**src/rtl/contrast_pwm_pkg.sv**
```systemverilog
package contrast_pwm_pkg;
  localparam int unsigned PWM_W = 8;
  typedef logic [PWM_W-1:0] pwm_val_t;
endpackage

```
**src/rtl/pwm_counter.sv**
```systemverilog
module pwm_counter #(
  parameter int unsigned W = 8
) (
  input  logic         clk_i,
  input  logic         rst_ni,
  input  logic         en_i,
  output logic [W-1:0] cnt_o,
  output logic         wrap_o
);
  localparam logic [W-1:0] CntMax = {W{1'b1}};

  logic [W-1:0] cnt_q;

  always_ff @(posedge clk_i or negedge rst_ni) begin
    if (!rst_ni)   cnt_q <= '0;
    else if (en_i) cnt_q <= cnt_q + 1'b1;
  end

  assign cnt_o  = cnt_q;
  assign wrap_o = en_i && (cnt_q == CntMax);
endmodule

```
**src/rtl/pwm_shadow_reg.sv**
```systemverilog
module pwm_shadow_reg #(
  parameter int unsigned W = 8
) (
  input  logic         clk_i,
  input  logic         rst_ni,
  input  logic         we_i,
  input  logic [W-1:0] d_i,
  input  logic         load_i,
  output logic [W-1:0] act_o
);
  logic [W-1:0] shadow_q, act_q, shadow_nxt;

  // a write on the wrap clock goes straight into the new period
  assign shadow_nxt = we_i ? d_i : shadow_q;

  always_ff @(posedge clk_i or negedge rst_ni) begin
    if (!rst_ni) begin
      shadow_q <= '0;
      act_q    <= '0;
    end else begin
      shadow_q <= shadow_nxt;
      if (load_i) act_q <= shadow_nxt;
    end
  end

  assign act_o = act_q;
endmodule

```
**src/rtl/pwm_compare.sv**
```systemverilog
module pwm_compare #(
  parameter int unsigned W = 8
) (
  input  logic [W-1:0] cnt_i,
  input  logic [W-1:0] act_i,
  input  logic         pol_i,
  output logic         out_o
);
  assign out_o = (cnt_i < act_i) ? pol_i : ~pol_i;
endmodule

```
**src/rtl/contrast_pwm.sv**
```systemverilog
module contrast_pwm
  import contrast_pwm_pkg::*;
(
  input  logic     clk_i,
  input  logic     rst_ni,
  input  logic     tick_i,
  input  logic     level_we_i,
  input  pwm_val_t level_i,
  input  logic     pol_we_i,
  input  logic     pol_i,
  output logic     pwm_o
);
  pwm_val_t cnt_q;
  pwm_val_t cmp_act;
  logic     wrap;
  logic     pol_q;

  pwm_counter #(.W(PWM_W)) u_cnt (
    .clk_i  (clk_i),
    .rst_ni (rst_ni),
    .en_i   (tick_i),
    .cnt_o  (cnt_q),
    .wrap_o (wrap)
  );

  pwm_shadow_reg #(.W(PWM_W)) u_cmp (
    .clk_i  (clk_i),
    .rst_ni (rst_ni),
    .we_i   (level_we_i),
    .d_i    (level_i),
    .load_i (wrap),
    .act_o  (cmp_act)
  );

  always_ff @(posedge clk_i or negedge rst_ni) begin
    if (!rst_ni)       pol_q <= 1'b0;
    else if (pol_we_i) pol_q <= pol_i;
  end

  pwm_compare #(.W(PWM_W)) u_cmpr (
    .cnt_i (cnt_q),
    .act_i (cmp_act),
    .pol_i (pol_q),
    .out_o (pwm_o)
  );
endmodule

```
**config.mk**
```make
export PLATFORM = sky130hd
export DESIGN_NAME = contrast_pwm
export DESIGN_NICKNAME = d
export VERILOG_FILES = /design/src/rtl/contrast_pwm_pkg.sv /design/src/rtl/pwm_counter.sv /design/src/rtl/pwm_shadow_reg.sv /design/src/rtl/pwm_compare.sv /design/src/rtl/contrast_pwm.sv
export SDC_FILE = /design/constraint.sdc
export NUM_CORES = 1
export LEC_CHECK = 0
export BUFFER_PORTS_ARGS = -buffer_cell sky130_fd_sc_hd__buf_4
export CAP_MARGIN = 20
export CORE_UTILIZATION = 57
export CTS_CLUSTER_SIZE = 28
export DETAILED_ROUTE_END_ITERATION = 12
export GPL_TIMING_DRIVEN = 0
export HOLD_SLACK_MARGIN = 0.1
export PLACE_DENSITY = 0.79
export SYNTH_ARGS = -nofsm -noshare
export SYNTH_HDL_FRONTEND = slang
export SYNTH_SLANG_ARGS = --single-unit
```
**constraint.sdc**
```tcl
create_clock -name clk_i -period 3.8 [get_ports clk_i]
set_input_delay 0.38 -clock clk_i [delete_from_list [all_inputs] [get_ports clk_i]]
set_output_delay 0.38 -clock clk_i [all_outputs]
set_load 0.05 [all_outputs]
```
## Word level (Yosys, flattened, before mapping)

Cells that the tools add are included.

| word-level totals | value |
|---|---|
| bits in registers | 25 |
| input bits | 14 |
| output and inout port bits | 1 |
| logic and storage cells | 11 |

| cells by class | value |
|---|---|
| $add $sub $neg | 1 |
| $lt $le $gt $ge | 1 |
| equality and inequality tests | 1 |
| multiplexer cells | 2 |
| bitwise gates (word level) | 1 |
| reductions and logical operators | 1 |

Operators by type and width:

| kind | count |
|---|---|
| 8-bit by 1-bit adder with 8-bit output (second input constant) | 1 |
| 8-bit == test (second input constant) | 1 |
| 8-bit < comparator | 1 |
| 8-bit 2-to-1 mux | 1 |
| 1-bit logical AND | 1 |
| 1-bit 2-to-1 mux | 1 |
| 1-bit NOT | 1 |

## Depth between registers and ports, before layout

| depth | value |
|---|---|
| word-level depth | 2 |
| depth in mapped cells | 6 |
| gate-level depth less buffers | 6 |

## By module

From an unflattened synthesis, not the netlist that was laid out.

| unflattened totals | value |
|---|---|
| cells, all modules | 91 |
| area total of the unflattened synthesis | 1,238.7 µm² |

Modules (own cells, without submodules):

| module | times used | cells an instance | area each (µm²) | sequential area each (µm²) |
|---|---|---|---|---|
| pwm_shadow_reg | 1 | 34 | 656.9 | 400.4 |
| pwm_counter | 1 | 30 | 359.1 | 200.2 |
| pwm_compare | 1 | 25 | 182.7 | 0.0 |
| contrast_pwm | 1 | 2 | 40.0 | 25.0 |

## Worst setup path after synthesis

OpenSTA, ideal clock, no wires.

| timing path | value |
|---|---|
| path kind | register to output |
| from | register u_cnt.cnt_q[2] (netlist: u_cnt.cnt_o[2]) |
| to | output pwm_o |
| data arrival time | 1.967 ns |
| required time | 3.420 ns |
| setup slack | 1.453 ns |
| cell stages (with the launch flop) | 6 |
| path buffers | 0 |
| path through | dfrtp_1 > ha_1 > o21a_1 > nor2_1 > o41ai_1 > xor2_1 |

| between the ends | value |
|---|---|
| word-level cells in the longest chain between the ends | 2 |

RTL lines:

| item | RTL line | source |
|---|---|---|
| start: declaration | pwm_counter.sv:12 | `logic [W-1:0] cnt_q;` |
| start signal: assignment | pwm_counter.sv:16 | `else if (en_i) cnt_q <= cnt_q + 1'b1;` |
| 8-bit < comparator | pwm_compare.sv:9 | `assign out_o = (cnt_i < act_i) ? pol_i : ~pol_i;` |
| 1-bit 2-to-1 mux | pwm_compare.sv:9 |  |
| end: declaration | contrast_pwm.sv:11 | `output logic pwm_o` |

No other way between the ends.

## Worst setup path after layout

Same ends and word-level chain as after synthesis.

==> results.cfg <==
[clocking]
clk_pin_slew_ns = 0.13
cts.path.max_buffers = 2
cts_tree = built
cts.htree.levels = 1
cts_num_sinks = 25
cts_resized = 0
root_buffer = clkbuf_4
clk_latency_ns = 0.31
cts_buffers = 3

[global_routing]
antenna_found_initial = 0
grt_start_max_net_pins = 26
grt_first_pass_wirelength_microns = 3160
grt_usage_pct = 20.36
grt_overflow = 0
grt_pass1_vias = 709

[pwr]
vdd_drop_max_mv = 0.4002
p_leak_nw = 0.6282
power_density_nw_per_um2 = 540.2

[routing]
drtAntennaViolNets = 0
avgViaCountPerCell = 5.331
drtIter0Drc = 7
first_pass_iters = 4
drc_errors = 0
wl_per_cell_microns = 14.38
wirelength_microns = 1912
num_vias = 709

[final_layout]
layout.nets = 129
drive_above_1_share_pct = 36.79
layout_common_cells = 25 x dfrtp_1, 13 x buf_4, 10 x mux2_2, 8 x mux2_4, 8 x ha_1
post-route-util_pct = 69.83
area_delta_synth_final_pct = 14.06
final_common_cell = dfrtp_1
antennaDiodeCount = 0
fill_cells = 171

[worst_setup_path]
cp_slowest_cell = dfrtp_1
cpPeakStageDelay_ns = 0.48
end_kind = primary output
crit_fanout = 5
cp_num_buf_inv = 1
cpLargestDelayFamily = compound AO/OA/AOI/OAI gates
crit_path_start_kind = flop
path_cells = ha_1, o21a_1, nor2_1, o41ai_1, xor2_1, buf_4
crit_required_ns = 3.42
cp.arrival_ns = 2.11
path_class = flop to primary output

[timing]
slew_viol_final = 0
rsz0062_at_grt = no
min_period_ns = 2.494
fin_worst_skew_ns = 0.01104
fin_hold_ws_ns = 0.2899
fmax_mhz = 400.9
timing_hold_violations_final = 0
finalCritPeriodShare_pct = 65.64
worst_slew_pin_slew_ns = 0.4602
setup_viol = 0
slew_headroom_pct = 68.53
fin_tns_setup_ns = 0

[logic_synthesis]
yosysTopAreaCell = dfrtp_1
synth_cell_types = 21
syn-cell-area_sq_um = 1201
yosysSeqAreaShare_pct = 52.08
synth_area_leaders = dfrtp_1 52%, mux2_4 10%, mux2_2 9.4%
synth_warnings = 0
syn-num-nets = 110
synth_area_per_cell_sq_um = 13.65
synth_seq_cells = 25
syn_inst = 88
netlist.area_leader.share_pct = 52.08

[floorplan]
coreArea_sq_um = 1962
num_rows = 16
die_h_microns = 47.91
dieArea_sq_um = 2295
die_x_microns = 47.91
start_util_pct = 61.22
pin_count = 15

[run]
drv_cap = 0

[min_path]
worstHoldPathType = input port to flop

[status]
status = finished clean

[placed_design]
io_buffers = 13
dpl.hpwl_microns = 1419
gp_congestion = 0.8086
stage by stage:
stage	setup WS [ns]	total power [mW]	instance area, sq um	cells
6_report	1.306	0.7401	1370	133
5_1_grt	1.158	0.7921	1370	133
2_1_floorplan	1.453	0.5454	1201	88
3_5_place_dp	1.692	0.6271	1333	128
3_3_place_gp	1.739	0.6056	1333	128
4_1_cts	1.307	0.7454	1370	133
worst paths after layout:
check,startpoint,end,slack (ns),cells after the start
hold / removal,tick_i,u_cnt.cnt_o[0],0.29,2
min in group asynchronous,rst_ni,u_cmp.shadow_q[1],0.49,2
setup / recovery,u_cnt.cnt_o[2],pwm_o,1.31,6
max in group asynchronous,rst_ni,u_cmp.act_o[7],3.06,2
hold reg to reg,u_cmp.shadow_q[5],u_cmp.shadow_q[5],0.51,1
setup reg to reg,u_cnt.cnt_o[0],u_cmp.act_o[1],2.10,6
metal layers:
| layer | routed length [microns] | track usage, % | up-vias |
|---|---|---|---|
| li1 | - | - | 335 |
| met1 | 844 | 25.66 | 361 |
| met2 | 1009 | 35.41 | 9 |
| met3 | 39 | 3.396 | 4 |
| met4 | 19 | 6.667 | 0 |
| met5 | 0 | 0 | - |
what timing repair did:
action,CTS,global route
setup buffers,0,0
hold endpoints to repair,25,0
hold buffers,1,0
cell usage after synthesis:
cell type and count:
nand2_1 4, o21a_1 2, mux2_4 8, nor2_1 2, a2111oi_0 1, xor2_1 4, nand4_1 1, xnor2_1 4
inv_1 7, nand4_2 1, mux2_2 10, and3_4 1, nand2b_1 1, dfrtp_1 25, ha_1 8, buf_12 1
nand3_1 3, o41ai_1 1, nor2_2 1, clkbuf_1 1, a21oi_1 2
power breakdown:
group          leakage (nW)  switching (mW)  internal [mW]
logic                 0.294           0.138          0.119
clock network        0.0177          0.0784         0.0393
registers             0.317          0.0547          0.311
total                 0.628           0.271          0.469
kinds of logic (layout without fill, tap and decap cells):
group	after synthesis	count (layout)	synth area share, %
adder cells (fa/ha/maj)	8	8	8.334
flip-flops	25	25	52.08
buffers and inverters	9	27	4.167
AND/OR/NAND/NOR	14	14	6.667
multiplexers	18	18	19.38
XOR/XNOR	8	8	5.833
AO/OA/AOI/OAI	6	6	3.542
state kept, by name, indices dropped and copies added (netlist names):
name            flops
u_cmp.shadow_q      8
pol_q               1
u_cnt.cnt_o         8
u_cmp.act_o         8
worst register-to-register path, cell delays in order (launching register included):
cell     delay, ns
dfrtp_1       0.45
ha_1          0.21
nand4_2       0.12
nor2_2        0.17
and3_4        0.21
buf_12        0.13
mux2_4        0.30
area by class of cell:
type / instances / area (sq um) / area share [%]
plain buffers: 2 / 23.77 / 1.735
clock buffers: 3 / 22.52 / 1.644
clock inverters: 1 / 5.005 / 0.3653
inverters: 7 / 26.28 / 1.918
multi-input cells: 54 / 525.5 / 38.36
flip-flops and latches: 25 / 625.6 / 45.66
well taps: 27 / 33.78 / 2.466
repair buffers: 14 / 107.6 / 7.854
Note: power is estimated with default switching activity, not from simulation.
